--- src/rtl/irq_pacer_pkg.sv ---
`timescale 1ns/1ps
package irq_pacer_pkg;

    localparam int CFG_W    = 8;
    localparam int LINE_W   = 4;

    typedef enum logic [1:0] {
        PACE_SOFT     = 2'b00,
        PACE_EXT_FALL = 2'b01,
        PACE_EXT_RISE = 2'b10,
        PACE_TIMER    = 2'b11
    } pace_src_e;

    typedef struct packed {
        logic       irq_en;
        logic [2:0] level;
        logic       ext_en;
        logic       mode_bit;
        logic [1:0] pace;
    } ctl_word_t;

    typedef enum logic {
        LATCH_IDLE,
        LATCH_PEND
    } latch_state_e;

    typedef enum logic {
        TRIG_LOW,
        TRIG_HIGH
    } trig_state_e;

    typedef struct packed {
        logic              hit;
        logic [LINE_W-1:0] line;
    } irq_route_t;

    function automatic irq_route_t route_level(input logic [2:0] code, input logic enh);
        irq_route_t r;
        r = '0;
        if (enh) begin
            unique case (code)
                3'd0: r = '{hit: 1'b0, line: 4'd0};
                3'd1: r = '{hit: 1'b1, line: 4'd11};
                3'd2: r = '{hit: 1'b1, line: 4'd2};
                3'd3: r = '{hit: 1'b1, line: 4'd3};
                3'd4: r = '{hit: 1'b1, line: 4'd10};
                3'd5: r = '{hit: 1'b1, line: 4'd5};
                3'd6: r = '{hit: 1'b1, line: 4'd15};
                3'd7: r = '{hit: 1'b1, line: 4'd7};
            endcase
        end else begin
            unique case (code)
                3'd0: r = '{hit: 1'b0, line: 4'd0};
                3'd1: r = '{hit: 1'b0, line: 4'd0};
                3'd2: r = '{hit: 1'b1, line: 4'd2};
                3'd3: r = '{hit: 1'b1, line: 4'd3};
                3'd4: r = '{hit: 1'b0, line: 4'd0};
                3'd5: r = '{hit: 1'b1, line: 4'd5};
                3'd6: r = '{hit: 1'b1, line: 4'd6};
                3'd7: r = '{hit: 1'b1, line: 4'd7};
            endcase
        end
        return r;
    endfunction

endpackage

--- src/rtl/irq_src_latch.sv ---
`timescale 1ns/1ps
module irq_src_latch
    import irq_pacer_pkg::*;
#(
    parameter int N_EV  = 3,
    parameter int SEL_W = 2
) (
    input  logic             clk,
    input  logic             rst_n,
    input  logic [N_EV-1:0]  ev,
    input  logic [SEL_W-1:0] sel,
    input  logic             arm,
    input  logic             clr,
    output logic             pend,
    output logic             set_hit
);

    latch_state_e state_q, state_d;
    logic         ev_hit;

    always_comb begin
        ev_hit = 1'b0;
        for (int i = 0; i < N_EV; i++) begin
            if (sel == SEL_W'(i) && ev[i]) ev_hit = 1'b1;
        end
    end

    assign set_hit = arm & ev_hit;

    always_comb begin
        state_d = state_q;
        unique case (state_q)
            LATCH_IDLE: if (set_hit)         state_d = LATCH_PEND;
            LATCH_PEND: if (clr && !set_hit) state_d = LATCH_IDLE;
        endcase
    end

    always_ff @(posedge clk or negedge rst_n) begin
        if (!rst_n) state_q <= LATCH_IDLE;
        else        state_q <= state_d;
    end

    always_comb begin
        pend = (state_q == LATCH_PEND);
    end

endmodule

--- src/rtl/irq_level_map.sv ---
`timescale 1ns/1ps
module irq_level_map
    import irq_pacer_pkg::*;
#(
    parameter int IRQ_LINES = 16
) (
    input  logic                 req,
    input  logic [2:0]           level,
    input  logic                 enh,
    output logic [IRQ_LINES-1:0] lines
);

    irq_route_t rt;

    assign rt = route_level(level, enh);

    for (genvar i = 0; i < IRQ_LINES; i++) begin : g_line
        assign lines[i] = req & rt.hit & (32'(rt.line) == i);
    end

endmodule

--- src/rtl/pacer_trig.sv ---
`timescale 1ns/1ps
module pacer_trig
    import irq_pacer_pkg::*;
#(
    parameter int SYNC_STAGES = 2
) (
    input  logic       clk,
    input  logic       rst_n,
    input  logic       trig_in,
    input  logic [1:0] pace_sel,
    input  logic       sw_conv,
    input  logic       tick,
    output logic       conv_pulse
);

    logic [SYNC_STAGES-1:0] sync_q;
    logic                   trig_s;
    trig_state_e            state_q, state_d;
    logic                   rise, fall, start;

    for (genvar s = 0; s < SYNC_STAGES; s++) begin : g_sync
        always_ff @(posedge clk or negedge rst_n) begin
            if (!rst_n) sync_q[s] <= 1'b0;
            else if (s == 0) sync_q[s] <= trig_in;
            else             sync_q[s] <= sync_q[(s == 0) ? 0 : s-1];
        end
    end

    assign trig_s = sync_q[SYNC_STAGES-1];

    always_comb begin
        state_d = state_q;
        rise    = 1'b0;
        fall    = 1'b0;
        unique case (state_q)
            TRIG_LOW:  if (trig_s)  begin state_d = TRIG_HIGH; rise = 1'b1; end
            TRIG_HIGH: if (!trig_s) begin state_d = TRIG_LOW;  fall = 1'b1; end
        endcase
    end

    always_ff @(posedge clk or negedge rst_n) begin
        if (!rst_n) state_q <= TRIG_LOW;
        else        state_q <= state_d;
    end

    always_comb begin
        unique case (pace_src_e'(pace_sel))
            PACE_SOFT:     start = sw_conv;
            PACE_EXT_FALL: start = fall;
            PACE_EXT_RISE: start = rise;
            PACE_TIMER:    start = tick;
        endcase
    end

    always_ff @(posedge clk or negedge rst_n) begin
        if (!rst_n) conv_pulse <= 1'b0;
        else        conv_pulse <= start;
    end

endmodule

--- src/rtl/irq_pacer_ctl.sv ---
`timescale 1ns/1ps
module irq_pacer_ctl
    import irq_pacer_pkg::*;
#(
    parameter int IRQ_LINES   = 16,
    parameter int N_EV        = 3,
    parameter int SYNC_STAGES = 2,
    localparam int SEL_W      = $clog2(N_EV + 1)
) (
    input  logic                 clk,
    input  logic                 rst_n,
    input  logic                 cfg_we,
    input  logic [CFG_W-1:0]     cfg_wdata,
    output logic [CFG_W-1:0]     cfg_rdata,
    input  logic                 clr_stb,
    input  logic                 enh_mode,
    input  logic [SEL_W-1:0]     ai_src,
    input  logic                 ev_conv_done,
    input  logic                 ev_fifo_half,
    input  logic                 ev_burst_end,
    input  logic                 ext_irq_in,
    input  logic                 alt_burst_en,
    input  logic                 sw_conv,
    input  logic                 pacer_tick,
    input  logic                 ext_trig,
    output logic                 conv_pulse,
    output logic                 dma_en,
    output logic                 burst_en,
    output logic [IRQ_LINES-1:0] irq_out
);

    ctl_word_t            ctl_q;
    logic                 latch_pend;
    logic                 latch_set;
    logic                 ext_ok;
    logic                 req;
    logic [IRQ_LINES-1:0] lines_d;

    always_ff @(posedge clk or negedge rst_n) begin
        if (!rst_n)      ctl_q <= '0;
        else if (cfg_we) ctl_q <= ctl_word_t'(cfg_wdata);
    end

    assign cfg_rdata = ctl_q;

    irq_src_latch #(.N_EV(N_EV), .SEL_W(SEL_W)) u_latch (
        .clk     (clk),
        .rst_n   (rst_n),
        .ev      ({ev_burst_end, ev_fifo_half, ev_conv_done}),
        .sel     (ai_src),
        .arm     (ctl_q.irq_en),
        .clr     (clr_stb),
        .pend    (latch_pend),
        .set_hit (latch_set)
    );

    assign ext_ok = enh_mode & ctl_q.ext_en & ext_irq_in;
    assign req    = ctl_q.irq_en & (latch_pend | ext_ok);

    irq_level_map #(.IRQ_LINES(IRQ_LINES)) u_map (
        .req   (req),
        .level (ctl_q.level),
        .enh   (enh_mode),
        .lines (lines_d)
    );

    always_ff @(posedge clk or negedge rst_n) begin
        if (!rst_n) irq_out <= '0;
        else        irq_out <= lines_d;
    end

    pacer_trig #(.SYNC_STAGES(SYNC_STAGES)) u_pacer (
        .clk        (clk),
        .rst_n      (rst_n),
        .trig_in    (ext_trig),
        .pace_sel   (ctl_q.pace),
        .sw_conv    (sw_conv),
        .tick       (pacer_tick),
        .conv_pulse (conv_pulse)
    );

    assign dma_en   = ~enh_mode & ctl_q.mode_bit;
    assign burst_en = (enh_mode & ctl_q.mode_bit) | alt_burst_en;

endmodule

--- config.mk ---
export PLATFORM = sky130hd
export DESIGN_NAME = irq_pacer_ctl
export DESIGN_NICKNAME = d
export VERILOG_FILES = /design/src/rtl/irq_pacer_pkg.sv /design/src/rtl/irq_src_latch.sv /design/src/rtl/irq_level_map.sv /design/src/rtl/pacer_trig.sv /design/src/rtl/irq_pacer_ctl.sv
export SDC_FILE = /design/constraint.sdc
export NUM_CORES = 1
export LEC_CHECK = 0
export ABC_AREA = 1
export BUFFER_PORTS_ARGS = -buffer_cell sky130_fd_sc_hd__buf_4
export CAP_MARGIN = 15
export CORE_MARGIN = 3
export CORE_UTILIZATION = 49
export DETAILED_ROUTE_END_ITERATION = 10
export HOLD_SLACK_MARGIN = 0.1
export PLACE_DENSITY = 0.78
export SLEW_MARGIN = 15
export SYNTH_ARGS = -nofsm -noshare
export SYNTH_HDL_FRONTEND = slang
export SYNTH_SLANG_ARGS = --single-unit
export TNS_END_PERCENT = 30
--- constraint.sdc ---
create_clock -name clk -period 2.1 [get_ports clk]
set_clock_uncertainty 0.05 [all_clocks]
set_input_delay 0.21 -clock clk [delete_from_list [all_inputs] [get_ports clk]]
set_output_delay 0.21 -clock clk [all_outputs]
set_load 0.01 [all_outputs]
# Word-level counts from Yosys, hierarchy flattened

Memories as Yosys holds them, arrays and structs flattened.
Index checks and enable logic that the tools add are counted.

Memory bits (read-only): 72
Word-level logic and storage cells: 80
Register bits: 29
Memories: 2

Equal/unequal tests: 20
Reduce and logical (&&, ||, !) cells: 8
Bitwise operators: 27
Mux-type cells: 12

Memories:

| name             | depth | width | read ports | clocked after Yosys merged registers in | wr ports | RTL line            | text |
|---|---|---|---|---|---|---|---|
| (name not given) | 8     | 5     | 1          | 0                                       | 0        | irq_pacer_pkg.sv:41 | `unique case (code)` |
| (name not given) | 8     | 4     | 1          | 0                                       | 0        | irq_pacer_pkg.sv:52 | `unique case (code)` |

Operators by type and width:

| kind                                                            | count |
|---|---|
| 4-bit == test, second input constant                            | 8 |
| 1-bit bitwise AND                                               | 23 |
| 4-bit by 3-bit == test with 1-bit output, second input constant | 4 |
| 1-bit 2-to-1 mux                                                | 9 |
| 4-bit by 2-bit == test with 1-bit output, second input constant | 2 |
| 2-bit == test, second input constant                            | 3 |
| 5-bit 2-to-1 mux                                                | 1 |
| 2-bit by 1-bit == test with 1-bit output, second input constant | 2 |
| 4-bit by 1-bit == test with 1-bit output, second input constant | 1 |
| 1-bit logical AND                                               | 4 |
| 2-bit logical NOT                                               | 2 |
| 4-bit logical NOT                                               | 1 |
| 1-bit one-hot mux with 4 select lines                           | 1 |
| 1-bit inverter                                                  | 2 |
| 1-bit bitwise OR                                                | 2 |
| 1-bit one-hot mux with 2 select lines                           | 1 |
| 1-bit logical NOT                                               | 1 |

# Logic depth before layout (Yosys ltp)

Word-level depth: 10
Depth in mapped cells: 6
Depth with buffers taken out: 6

# By module

From an unflattened synthesis, not the netlist that was laid out.

Cells, all modules: 137
Area total of the unflattened synthesis: 1217.4 µm²

By module, submodules not included:

| module        | cells an instance | instances | sequential area each (µm²) | area each (µm²) |
|---|---|---|---|---|
| irq_pacer_ctl | 54                | 1         | 600.6                      | 737.0 |
| irq_level_map | 52                | 1         | 0.0                        | 254.0 |
| pacer_trig    | 16                | 1         | 100.1                      | 146.4 |
| irq_src_latch | 15                | 1         | 25.0                       | 80.1 |

# Worst setup path before layout

Ideal clock, no wire load.

Path kind: register -> register
Start point: reg ctl_q, in the netlist cfg_rdata[6]
End point: reg irq_out[10]
Data required time: 1.979 ns
Cell stages (with the launch flop): 6
Library setup time: 0.071 ns
Buffers on the path: 0
Arrival: 0.949 ns
Setup slack: 1.030 ns
Cells stage by stage: dfrtp_1 -> o21ai_1 -> nand2_1 -> nor2_1 -> nand2_1 -> nor2_1

Longest elaborated chain between the ends: 4

RTL lines:

| item                                                           | RTL line            | text |
|---|---|---|
| start: declaration                                             | irq_pacer_ctl.sv:32 | `ctl_word_t ctl_q;` |
| start signal: assignment                                       | irq_pacer_ctl.sv:41 | `else if (cfg_we) ctl_q <= ctl_word_t'(cfg_wdata);` |
| memory read 8 x 4 bit or memory read 8 x 5 bit (tied branches) | -                   |  |
| 5-bit 2-to-1 mux *                                             | irq_pacer_pkg.sv:40 | `if (enh) begin` |
| 4-bit == test or 1-bit bitwise AND (tied branches)             | irq_level_map.sv:18 | `assign lines[i] = req & rt.hit & (32'(rt.line) == i);` |
| 1-bit bitwise AND *                                            | irq_level_map.sv:18 |  |
| net lines_d[10]                                                | irq_pacer_ctl.sv:37 | `logic [IRQ_LINES-1:0] lines_d;` |
| end signal: assignment                                         | irq_pacer_ctl.sv:69 | `else irq_out <= lines_d;` |
| end: declaration                                               | irq_pacer_ctl.sv:29 | `output logic [IRQ_LINES-1:0] irq_out` |

Mark *: on every way through the listed nets, which the timed path passes. The rest lies on a longest branch.
A chain may end at the register's enable or synchronous reset.

# Worst setup path in the final report

Start point: reg ctl_q, in the netlist cfg_rdata[7]
End point: reg u_latch.state_q (netlist: u_latch.pend)

Longest elaborated chain between the ends: 5

RTL lines:

| item                                    | RTL line            | text |
|---|---|---|
| 1-bit bitwise AND *                     | irq_src_latch.sv:28 | `assign set_hit = arm & ev_hit;` |
| 1-bit logical NOT                       | irq_src_latch.sv:34 | `LATCH_PEND: if (clr && !set_hit) state_d = LATCH_IDLE;` |
| 1-bit logical AND                       | irq_src_latch.sv:34 |  |
| 1-bit 2-to-1 mux                        | irq_src_latch.sv:34 |  |
| 1-bit one-hot mux with 2 select lines * | irq_src_latch.sv:32 | `unique case (state_q)` |
| net u_latch.state_d                     | irq_src_latch.sv:18 | `latch_state_e state_q, state_d;` |
| end signal: assignment                  | irq_src_latch.sv:40 | `else state_q <= state_d;` |
| end: declaration                        | irq_src_latch.sv:18 |  |

Marks and branches as above.

==> impl_metrics.json <==
{
  "cts_buffer_depth": 2,
  "die_x_um": 54.0,
  "max_stage_delay_ns": 0.56,
  "netlist.area_leader.share": 0.642,
  "grt_max_degree": 30,
  "critPathMaxFanout": 3,
  "synth.avg_cell_area_um2": 9.34,
  "antenna_found_initial": 0,
  "period_share": 0.684,
  "grt_pass1_wl_mm": 4.82,
  "drv_slew": 0,
  "numCtsBuffers": 5,
  "rsz0062_at_grt": "false",
  "yosys.area.top_type": "dfrtp_1",
  "grt_pass1_vias": 1161,
  "hold_viol_final": 0,
  "worstHoldStart": "enh_mode",
  "path_clk_slew_ns": 0.09,
  "synth_area_leaders": "dfrtp_1 64%, nand2_1 10%, inv_1 5.0%, nand3_1 4.4%, o21ai_0 4.4%",
  "p_leak_nw": 0.945,
  "final_cells": 222,
  "peakVddDrop_mv": 0.720,
  "setup-tns-final_ns": 0,
  "ys_seq_elements": 29,
  "whs_endpoint": "irq_out[15]$_DFF_PN0_",
  "endpoint_kind": "flip-flop",
  "clkSinkCount": 29,
  "startpoint_type": "flip-flop",
  "syn_to_final_growth_pct": 55.0,
  "grt_overflow": 0,
  "drt_pass1_iterations": 4,
  "worst-r2r-cell-count": 5,
  "hold_depth": 3,
  "finalSetupViolCount": 0,
  "final_nets": 217,
  "placementRows": 16,
  "synth_cells": 121,
  "hpwl_mm": 2.06,
  "fin_crit_ns": 1.44,
  "cap_viol_max_count": 0,
  "cp_cell_sequence": "inv_1, a21oi_1, nand2_1, o22ai_1, dlygate4sd3_1",
  "start_util": 0.548,
  "dpl_cell_area_um2": 1550,
  "p_per_area_nw_per_um2": 750,
  "wire_per_inst_um": 12.9,
  "dp_slack_ns": 0.899,
  "fill_cells": 118,
  "hp-class": "in2reg",
  "cts_resized": 0,
  "max_freq_ghz": 0.696,
  "totalWireLength_mm": 2.87,
  "r2r-start": "cfg_rdata[7]$_DFFE_PN0P_",
  "core_area_um2": 2060,
  "synth_area_um2": 1130,
  "drt_iter0_drc": 22,
  "dieHeight_um": 54.0,
  "dp_cells": 202,
  "n_antenna_cell": 0,
  "clock_latency_ns": 0.33,
  "htreeDepth": 2,
  "status": "finished clean",
  "die_area_um2": 2920,
  "place_congestion": 0.945,
  "critical_path_required_ns": 2.32,
  "ant_nets": 0,
  "root_buffer": "clkbuf_4",
  "drc": 0,
  "hold_slack_ns": 0.126,
  "setup_ws_ns": 0.663,
  "r2r_setup_slack_ns": 0.66,
  "ys_types": 18,
  "worstReg2RegEnd": "u_latch.pend$_DFF_PN0_",
  "arrival_ns": 1.66,
  "critPathKind": "reg2reg",
  "cpMaxStageDelayCell": "dlygate4sd3_1",
  "ios": 50,
  "post_drt_via_cell_ratio": 4.78,
  "drive_above_1_share": 0.308,
  "yosysSeqAreaShare": 0.642,
  "grtUsageTotal": 0.245,
  "port_buffers": 49,
  "ys.warnings.count": 0,
  "final_cell_area_um2": 1750,
  "num_vias": 1061,
  "cts_tree": "done"
}
## cell usage after synthesis
cell type  instances
buf_4              1
nand3_1           10
inv_2              1
nor3_1             1
inv_1             15
a21oi_1            3
o21ai_1            1
nor2_1            12
nor2_4             1
o21bai_1           1
clkbuf_1           1
dfrtp_1           29
nand2_1           31
nand2_2            1
o22ai_1            1
o21ai_0           10
conb_1             1
mux2_2             1
## kinds of logic (layout without fill, tap and decap cells)
kind of cell	after synthesis	in the layout	synth area share
compound gates	16	16	0.0742
buf+inv	18	85	0.0631
other cells	1	8	0.00332
flops	29	29	0.642
simple gates	56	56	0.207
mux	1	1	0.00997
## state kept, by name (all words and copies together) (netlist names)
| name | flops |
|---|---|
| u_latch.pend | 1 |
| cfg_rdata | 8 |
| u_pacer.conv_pulse | 1 |
| irq_out | 16 |
| u_pacer.state_q | 1 |
| u_pacer.trig_s | 1 |
| u_pacer.sync_q | 1 |
## where the power goes
part	internal, mW	switching, mW	total [mW]
sequential	0.590	0.0206	0.611
combinational	0.109	0.118	0.228
clock	0.284	0.191	0.475
## through the flow
stage	power, mW	utilization
final	1.31	0.850
after global routing	1.38	0.850
after CTS	1.32	0.850
after detailed placement	0.828	0.750
after global placement	0.817	0.750
after floorplan	0.716	-
## cells in the final DEF (no fill, tap or decap), drive strengths merged
cell type / netlist / layout
a21oi: 3 / 3
dfrtp: 29 / 29
o22ai: 1 / 1
nor2: 13 / 13
nor3: 1 / 1
inv: 16 / 16
clkbuf: 1 / 7
buf: 1 / 49
bufinv: 0 / 1
mux2: 1 / 1
nand3: 10 / 10
conb: 1 / 8
o21bai: 1 / 1
dlygate4sd3: 0 / 12
o21ai: 11 / 11
nand2: 32 / 32
## how the worst max path moves through the flow
stage                                   from                      to  slack, ns  cells after the start
global route        cfg_rdata[7]$_DFFE_PN0P_  u_latch.pend$_DFF_PN0_       0.58                      5
global placement    cfg_rdata[6]$_DFFE_PN0P_   irq_out[10]$_DFF_PN0_        1.0                      5
detailed placement  cfg_rdata[6]$_DFFE_PN0P_   irq_out[10]$_DFF_PN0_       0.90                      5
finish              cfg_rdata[7]$_DFFE_PN0P_  u_latch.pend$_DFF_PN0_       0.66                      5
CTS                 cfg_rdata[7]$_DFFE_PN0P_  u_latch.pend$_DFF_PN0_       0.70                      5
floorplan           cfg_rdata[6]$_DFFE_PN0P_   irq_out[10]$_DFF_PN0_       1.03                      5
## critical path, delay by kind of cell (launching register included)
kind	cells	cell delay, ns
compound gates	2	0.24
simple gates	1	0.06
flops	1	0.39
buf+inv	2	0.64
## area by class of cell
type | instances | area (um^2) | area share
multi-input combinational | 81 | 359 | 0.205
timing repair buffer | 61 | 488 | 0.279
clock buffer | 7 | 55.1 | 0.0314
clock inverter | 1 | 30.0 | 0.0171
tap | 27 | 33.8 | 0.0193
sequential | 29 | 726 | 0.414
inverter | 16 | 60.1 | 0.0343
## metal layers
metal,vias to the layer above,GRT usage,share of wire
met3,10,0.105,0.092
li1,515,-,-
met4,0,0.133,0.024
met5,-,0,0
met1,486,0.237,0.35
met2,50,0.435,0.53
## timing repair
item	4_1_cts	5_1_grt
hold endpoints to repair	39	0
hold buffers	12	0
endpoints found under the setup margin	0	0
setup buffers	0	0
Note: power is estimated with default switching activity, not from simulation.
